## config.mk

```make
export PLATFORM = sky130hd
export DESIGN_NAME = wmerge_unit
export DESIGN_NICKNAME = d
export VERILOG_FILES = /design/src/rtl/wmerge_pkg.sv /design/src/rtl/wmerge_lane_merge.sv /design/src/rtl/wmerge_hold.sv /design/src/rtl/wmerge_unit.sv
export SDC_FILE = /design/constraint.sdc
export NUM_CORES = 1
export LEC_CHECK = 0
export CAP_MARGIN = 20
export CORE_MARGIN = 3
export CORE_UTILIZATION = 49
export CTS_BUF_LIST = sky130_fd_sc_hd__clkbuf_4
export CTS_CLUSTER_SIZE = 24
export DETAILED_ROUTE_END_ITERATION = 12
export PLACE_DENSITY = 0.8
export RECOVER_POWER = 50
export REMOVE_ABC_BUFFERS = 1
export SYNTH_ARGS = -nofsm -noshare
export SYNTH_HDL_FRONTEND = slang
export SYNTH_SLANG_ARGS = --single-unit
```

## constraint.sdc

```tcl
create_clock -name clk -period 2.75 [get_ports clk]
set_input_delay 0.275 -clock clk [delete_from_list [all_inputs] [get_ports clk]]
set_output_delay 0.275 -clock clk [all_outputs]
set_load 0.02 [all_outputs]
```

## src/rtl/wmerge_pkg.sv

```systemverilog
package wmerge_pkg;

    typedef enum logic [2:0] {
        ST_IDLE,
        ST_RD_ISSUE,
        ST_RD_WAIT,
        ST_WR_ISSUE,
        ST_RESPOND,
        ST_REPLAY
    } wm_state_t;

    typedef enum logic [1:0] {
        JOB_READ,
        JOB_MERGE,
        JOB_FULL
    } wm_job_t;

endpackage

```

## src/rtl/wmerge_lane_merge.sv

```systemverilog
module wmerge_lane_merge #(
    parameter int LANES = 8
) (
    input  logic [LANES*8-1:0] old_data,
    input  logic [LANES*8-1:0] new_data,
    input  logic [LANES-1:0]   lane_en,
    output logic [LANES*8-1:0] merged
);
    for (genvar g = 0; g < LANES; g++) begin : g_lane
        assign merged[g*8 +: 8] = lane_en[g] ? new_data[g*8 +: 8] : old_data[g*8 +: 8];
    end
endmodule

```

## src/rtl/wmerge_hold.sv

```systemverilog
module wmerge_hold #(
    parameter int QADDR_W    = 15,
    parameter int IDLE_LIMIT = 8
) (
    input  logic               clk,
    input  logic               rst_n,
    input  logic               load,
    input  logic               clear,
    input  logic               tick,
    input  logic [QADDR_W-1:0] in_qaddr,
    input  logic               in_upper,
    input  logic [31:0]        in_data,
    output logic               valid,
    output logic [QADDR_W-1:0] qaddr,
    output logic               upper,
    output logic [31:0]        data,
    output logic               expired
);
    localparam int TMR_W = $clog2(IDLE_LIMIT + 1);
    localparam logic [TMR_W-1:0] LAST = TMR_W'(IDLE_LIMIT - 1);

    logic [TMR_W-1:0] idle_cnt;

    assign expired = valid && tick && (idle_cnt == LAST);

    always_ff @(posedge clk) begin
        if (!rst_n) begin
            valid    <= 1'b0;
            qaddr    <= '0;
            upper    <= 1'b0;
            data     <= '0;
            idle_cnt <= '0;
        end else if (load) begin
            valid    <= 1'b1;
            qaddr    <= in_qaddr;
            upper    <= in_upper;
            data     <= in_data;
            idle_cnt <= '0;
        end else begin
            if (clear) valid <= 1'b0;
            if (!tick || !valid)     idle_cnt <= '0;
            else if (idle_cnt != LAST) idle_cnt <= idle_cnt + 1'b1;
        end
    end

    assert_timeout_flush_R4: assert property (@(posedge clk) disable iff (!rst_n)
        expired |=> !valid);

endmodule

```

## src/rtl/wmerge_unit.sv

```systemverilog
module wmerge_unit
    import wmerge_pkg::*;
#(
    parameter int QADDR_W    = 15,
    parameter int IDLE_LIMIT = 8
) (
    input  logic                 clk,
    input  logic                 rst_n,
    input  logic                 req_valid,
    input  logic                 req_write,
    input  logic [QADDR_W+2:0]   req_addr,
    input  logic [3:0]           req_be,
    input  logic [31:0]          req_wdata,
    output logic                 req_ready,
    output logic                 rsp_valid,
    output logic [31:0]          rsp_rdata,
    output logic                 mem_req,
    output logic                 mem_we,
    output logic [QADDR_W-1:0]   mem_addr,
    output logic [63:0]          mem_wdata,
    input  logic                 mem_gnt,
    input  logic                 mem_rvalid,
    input  logic [63:0]          mem_rdata
);
    localparam int ADDR_W = QADDR_W + 3;
    localparam int LANES  = 8;

    wm_state_t state, state_nx;

    // job registers
    wm_job_t            job;
    logic [QADDR_W-1:0] job_qaddr;
    logic [LANES-1:0]   job_be;
    logic [63:0]        job_data;
    logic               job_upper;
    logic [31:0]        rsp_data;

    // stashed request
    logic               pend_v;
    logic               pend_wr;
    logic [ADDR_W-1:0]  pend_addr;
    logic [3:0]         pend_be;
    logic [31:0]        pend_data;

    // request source (bus in IDLE, stash in REPLAY)
    logic               src_wr;
    logic [ADDR_W-1:0]  src_addr;
    logic [3:0]         src_be;
    logic [31:0]        src_data;
    logic [QADDR_W-1:0] src_qaddr;
    logic               src_upper;
    logic               src_full;
    logic [LANES-1:0]   src_be8;
    logic               pair_hit;

    // holding register
    logic               hold_load, hold_clear, hold_tick;
    logic               hold_valid, hold_upper, hold_expired;
    logic [QADDR_W-1:0] hold_qaddr;
    logic [31:0]        hold_data;

    // control strobes
    logic job_ld_src, job_ld_hold, job_ld_pair, pend_ld, pend_clr;
    logic [63:0] merged;

    always_comb begin
        if (state == ST_REPLAY) begin
            src_wr   = pend_wr;
            src_addr = pend_addr;
            src_be   = pend_be;
            src_data = pend_data;
        end else begin
            src_wr   = req_write;
            src_addr = req_addr;
            src_be   = req_be;
            src_data = req_wdata;
        end
    end

    assign src_qaddr = src_addr[ADDR_W-1:3];
    assign src_upper = src_addr[2];
    assign src_full  = src_wr && (src_be == 4'hF);
    assign src_be8   = src_upper ? {src_be, 4'h0} : {4'h0, src_be};
    assign pair_hit  = hold_valid && src_full && (hold_qaddr == src_qaddr)
                       && (hold_upper != src_upper);
    assign hold_tick = (state == ST_IDLE) && !req_valid;

    wmerge_hold #(.QADDR_W(QADDR_W), .IDLE_LIMIT(IDLE_LIMIT)) u_hold (
        .clk      (clk),
        .rst_n    (rst_n),
        .load     (hold_load),
        .clear    (hold_clear),
        .tick     (hold_tick),
        .in_qaddr (src_qaddr),
        .in_upper (src_upper),
        .in_data  (src_data),
        .valid    (hold_valid),
        .qaddr    (hold_qaddr),
        .upper    (hold_upper),
        .data     (hold_data),
        .expired  (hold_expired)
    );

    wmerge_lane_merge #(.LANES(LANES)) u_merge (
        .old_data (mem_rdata),
        .new_data (job_data),
        .lane_en  (job_be),
        .merged   (merged)
    );

    // next state and strobes
    always_comb begin
        state_nx    = state;
        hold_load   = 1'b0;
        hold_clear  = 1'b0;
        job_ld_src  = 1'b0;
        job_ld_hold = 1'b0;
        job_ld_pair = 1'b0;
        pend_ld     = 1'b0;
        pend_clr    = 1'b0;
        unique case (state)
            ST_IDLE: begin
                if (req_valid) begin
                    if (hold_valid) begin
                        hold_clear = 1'b1;
                        if (pair_hit) begin
                            job_ld_pair = 1'b1;
                            state_nx    = ST_WR_ISSUE;
                        end else begin
                            job_ld_hold = 1'b1;
                            pend_ld     = 1'b1;
                            state_nx    = ST_RD_ISSUE;
                        end
                    end else if (src_full) begin
                        hold_load = 1'b1;
                    end else begin
                        job_ld_src = 1'b1;
                        state_nx   = ST_RD_ISSUE;
                    end
                end else if (hold_expired) begin
                    hold_clear  = 1'b1;
                    job_ld_hold = 1'b1;
                    state_nx    = ST_RD_ISSUE;
                end
            end
            ST_REPLAY: begin
                pend_clr = 1'b1;
                if (src_full) begin
                    hold_load = 1'b1;
                    state_nx  = ST_IDLE;
                end else begin
                    job_ld_src = 1'b1;
                    state_nx   = ST_RD_ISSUE;
                end
            end
            ST_RD_ISSUE: if (mem_gnt) state_nx = ST_RD_WAIT;
            ST_RD_WAIT: begin
                if (mem_rvalid) state_nx = (job == JOB_READ) ? ST_RESPOND : ST_WR_ISSUE;
            end
            ST_WR_ISSUE: begin
                if (mem_gnt) state_nx = pend_v ? ST_REPLAY : ST_IDLE;
            end
            ST_RESPOND: state_nx = ST_IDLE;
            default:    state_nx = ST_IDLE;
        endcase
    end

    // state register
    always_ff @(posedge clk) begin
        if (!rst_n) state <= ST_IDLE;
        else        state <= state_nx;
    end

    // job, stash and response registers
    always_ff @(posedge clk) begin
        if (!rst_n) begin
            job       <= JOB_READ;
            job_qaddr <= '0;
            job_be    <= '0;
            job_data  <= '0;
            job_upper <= 1'b0;
            rsp_data  <= '0;
            pend_v    <= 1'b0;
            pend_wr   <= 1'b0;
            pend_addr <= '0;
            pend_be   <= '0;
            pend_data <= '0;
        end else begin
            if (job_ld_pair) begin
                job       <= JOB_FULL;
                job_qaddr <= src_qaddr;
                job_be    <= '1;
                job_data  <= src_upper ? {src_data, hold_data} : {hold_data, src_data};
            end else if (job_ld_hold) begin
                job       <= JOB_MERGE;
                job_qaddr <= hold_qaddr;
                job_be    <= hold_upper ? 8'hF0 : 8'h0F;
                job_data  <= {hold_data, hold_data};
            end else if (job_ld_src) begin
                job       <= src_wr ? JOB_MERGE : JOB_READ;
                job_qaddr <= src_qaddr;
                job_be    <= src_be8;
                job_data  <= {src_data, src_data};
                job_upper <= src_upper;
            end else if (state == ST_RD_WAIT && mem_rvalid) begin
                if (job == JOB_READ)
                    rsp_data <= job_upper ? mem_rdata[63:32] : mem_rdata[31:0];
                else
                    job_data <= merged;
            end
            if (pend_ld) begin
                pend_v    <= 1'b1;
                pend_wr   <= req_write;
                pend_addr <= req_addr;
                pend_be   <= req_be;
                pend_data <= req_wdata;
            end else if (pend_clr) begin
                pend_v <= 1'b0;
            end
        end
    end

    // outputs
    always_comb begin
        req_ready = (state == ST_IDLE);
        mem_req   = (state == ST_RD_ISSUE) || (state == ST_WR_ISSUE);
        mem_we    = (state == ST_WR_ISSUE);
        mem_addr  = job_qaddr;
        mem_wdata = job_data;
        rsp_valid = (state == ST_RESPOND);
        rsp_rdata = rsp_data;
    end

    assert_req_held_R9: assert property (@(posedge clk) disable iff (!rst_n)
        (mem_req && !mem_gnt) |=> (mem_req && $stable(mem_addr) && $stable(mem_we)
                                   && $stable(mem_wdata)));

    assert_rsp_after_data_R7: assert property (@(posedge clk) disable iff (!rst_n)
        rsp_valid |-> $past(mem_rvalid));

    assert_rsp_pulse_R7: assert property (@(posedge clk) disable iff (!rst_n)
        rsp_valid |=> !rsp_valid);

    assert_busy_not_ready_R8: assert property (@(posedge clk) disable iff (!rst_n)
        mem_req |-> !req_ready);

endmodule

```

==> run metrics <==
full die area 26300 µm²; total of buffers placed on input and output ports 236; post-detailed-route via-to-cell ratio 5.99; crit path time final 2.87 ns; period utilization 104%; final layout net count 1980; first-pass GRT wire length 62000 µm; depth of the worst hold-timing path 3; cells on worst reg2reg path 12; total power divided by cell area 586 nW/µm²; non-filler cells in the finished layout 2220; core outline area 23700 µm²; net switching share of the total power 31.7%; number of global-route vias before repair 12100; largest net degree at the start of global routing 113; Critical R2R Launch state[1]$_SDFFE_PN0P_; clk buf depth 3; violations in the final reports negative setup slack; number of levels the H-tree was split into 3; Sum Neg Setup Slack -3.46 ns; critical path endpoint category register; Post-DP HPWL 24700 µm; share of synthesized area spent on multiplexers 6.96%; final WL 43600 µm; cell total after placement 2065; r2r setup slk -0.12 ns; clock transition at the registers of the reported paths 0.06 ns; total global-route track usage 28.5%; power spent charging and discharging nets 3130 µW; met3 layer usage reported by global route 7.32%; Async SR Flop Fraction 0%; leakage power total 0.00754 µW; Worst Min Path Start req_addr[14]; number of synthesized flops with an enable pin 0; Min-Delay Endpoint pend_addr[14]$_SDFFE_PN0P_; number of hold buffers added after cts 0; number of DRC markers after the initial detailed-route iteration 1194; share of power burned in registers 38.7%; worst reg2reg path endpoint mem_wdata[28]$_SDFFE_PN0P_; post-synthesis instance total 1564; Placer Congestion 0.893; TritonCTS clock tree yes; cell-internal power 6740 µW; starting density of the core 50.4%; layer with the highest usage after global routing met2; met1 track demand over resource in global routing 36.6%; xor-xnor portion of the synthesized cell area 1.10%; area added between synthesis and finish 41.0%; Cell variety after synth 51; leading post-synthesis cells by instance count nand2_1 (404), dfxtp_1 (232), o21ai_0 (212); vias 13300; top achievable clock speed 0.348 GHz; Hold WC Path Type in -> reg; fraction of met2 tracks used by global routing 46.4%; startpoint of the most critical setup path state[1]$_SDFFE_PN0P_; antenna violations before repair 2; fraction of the mapped netlist area in simple logic gates 19.0%; synthesized-area fraction occupied by adder cells 0.105%; vertical die dimension 162 µm; Clock Latency Late Sink 0.68 ns; most used standard cell by instance count after synthesis nand2_1; combinational family with the most area after synthesis compound AO/OA/AOI/OAI gates; Max-slew headroom 36.5%; Num CTS Buffers 69; pin slew with the least headroom to its limit 0.952 ns; logic gate share of total power 25.2%; Yosys top cell area share 38.9%; Remaining DRCs 0; number of placed I/O pins 239; largest voltage drop on the vdd net 0.373 mV; Compound-Gate Fraction of Synth Area 28.7%; sequential share of the synthesized area 38.9%; final worst slack -0.121 ns; crit-path max FO 6; status complete, but fails checks; flip-flop and latch count after synthesis 232; most area-consuming cells after synthesis dfxtp_1 (39%), nand2_1 (13%), o21ai_0 (8.9%); library cell occupying the most area in the post-synthesis netlist dfxtp_1; aggregate global routing overflow 0; number of pins with negative max-slew slack in the final report 0; width of the chip 162 µm; yosys synthesis warning count 0; max cap viols 0; clock group share of total power 36.1%; arrival time at the worst endpoint 3.45 ns; Placement Rows 56; setup repair after global routing missed its margin true; final routed wire length divided by cell count 19.6 µm; Mapped Area 11900 µm²; path type of the worst setup path reg -> reg; number of endpoints with negative hold slack in the final report 0; Root Buffer clkbuf_4; layout cell share with drive strength beyond 1 15.6%; kind of launch point of the worst setup path register; Worst Path Required 3.33 ns; Initial DRT Pass Iterations 6; worst clock skew 0.0358 ns; number of nets with antenna violations after routing 0; Finish-stage setup viols 64; Avg Inst Size Synth 7.63 µm²; most common flop cell mapped by yosys dfxtp_1; clock sink count 232
[critical path: stages (launching register included)]
cell       delay (ns)
dfxtp_2          0.33
nand3b_1         0.31
buf_12           0.24
mux2i_4          0.19
xnor2_1          0.16
nor4_1           0.33
buf_4            0.18
nand4_4          0.12
nor3_4           0.29
buf_12           0.19
clkbuf_16        0.17
nand2_2          0.05
a31oi_1          0.19
[state kept, by name, summed over array words and instances (netlist names)]
name / count
job_be: 8
u_hold.qaddr: 15
u_hold.valid: 1
mem_wdata: 64
u_hold.upper: 1
state: 3
pend_addr: 16
pend_data: 32
pend_v: 1
job_upper: 1
rsp_rdata: 32
pend_wr: 1
u_hold.data: 32
pend_be: 4
u_hold.idle_cnt: 4
job: 2
mem_addr: 15
[metrics by stage]
step | total power (µW) | util [%] | hold WS (ns) | setup WS, ns | instance area, µm²
floorplan | 5030 | - | 0.403 | -4.83 | 11400
global route | 10300 | 71.1 | 0.199 | -0.249 | 16800
CTS | 9830 | 67.9 | 0.165 | -0.0273 | 16100
finish | 9870 | 71.1 | 0.203 | -0.121 | 16800
detailed placement | 6270 | 63.0 | 0.461 | -0.378 | 14900
global placement | 6220 | 63.0 | 0.452 | -0.259 | 14900
[how the worst max path moves through the flow]
stage                                             to  slack, ns
final                     mem_wdata[28]$_SDFFE_PN0P_      -0.12
after CTS                 mem_wdata[31]$_SDFFE_PN0P_      -0.03
after detailed placement   mem_wdata[0]$_SDFFE_PN0P_      -0.38
after global routing      mem_wdata[52]$_SDFFE_PN0P_      -0.25
after global placement    mem_wdata[39]$_SDFFE_PN0P_      -0.26
after floorplan            mem_wdata[0]$_SDFFE_PN0P_      -4.83
[cell families after synthesis]
group / Yosys count
AND/OR/NAND/NOR: 537
AO/OA/AOI/OAI: 555
buffers and inverters: 141
flip-flops: 232
multiplexers: 83
XOR/XNOR: 15
adder cells (fa/ha/maj): 1
[power by group through the flow]
stage	logic, µW	registers [µW]	clock network [µW]
after floorplan	899	4140	0
after global placement	2350	3870	0
after detailed placement	2390	3880	0
after CTS	2410	3810	3600
after global routing	2660	3840	3800
final	2490	3820	3570
[final cells by class]
cell class	instances	area [µm²]
antenna	1	2.50
sequential	232	4650
timing repair buffer	347	3720
clock buffer	98	736
tap	319	399
fill	1841	6860
clock inverter	18	178
multi-input combinational	1194	7110
inverter	11	41.3
[per-layer routing]
metal | share of wire, % | up-vias
met4 | 3.0 | 2
met5 | 0.030 | -
met3 | 11 | 123
met1 | 39 | 6262
met2 | 47 | 724
li1 | - | 6193
[cells in the final DEF, fill, tap and decap left out, types with 31 or more instances in the layout]
cell             instances
a21oi_1                 81
nor2_1                  31
buf_4                   66
o21ai_0                204
mux2i_1                 75
nand3_1                 59
a31oi_1                 64
o21ai_1                 44
clkbuf_4                98
dfxtp_1                230
clkdlybuf4s50_1        235
o211a_1                 82
nand2_1                385
[repair_timing]
item	in CTS	in global routing
gates resized for setup	22	88
setup buffers	7	7
setup endpoints to repair	70	99
gates cloned	4	21
pin swaps	9	70
Note: power is estimated with default switching activity, not from simulation.
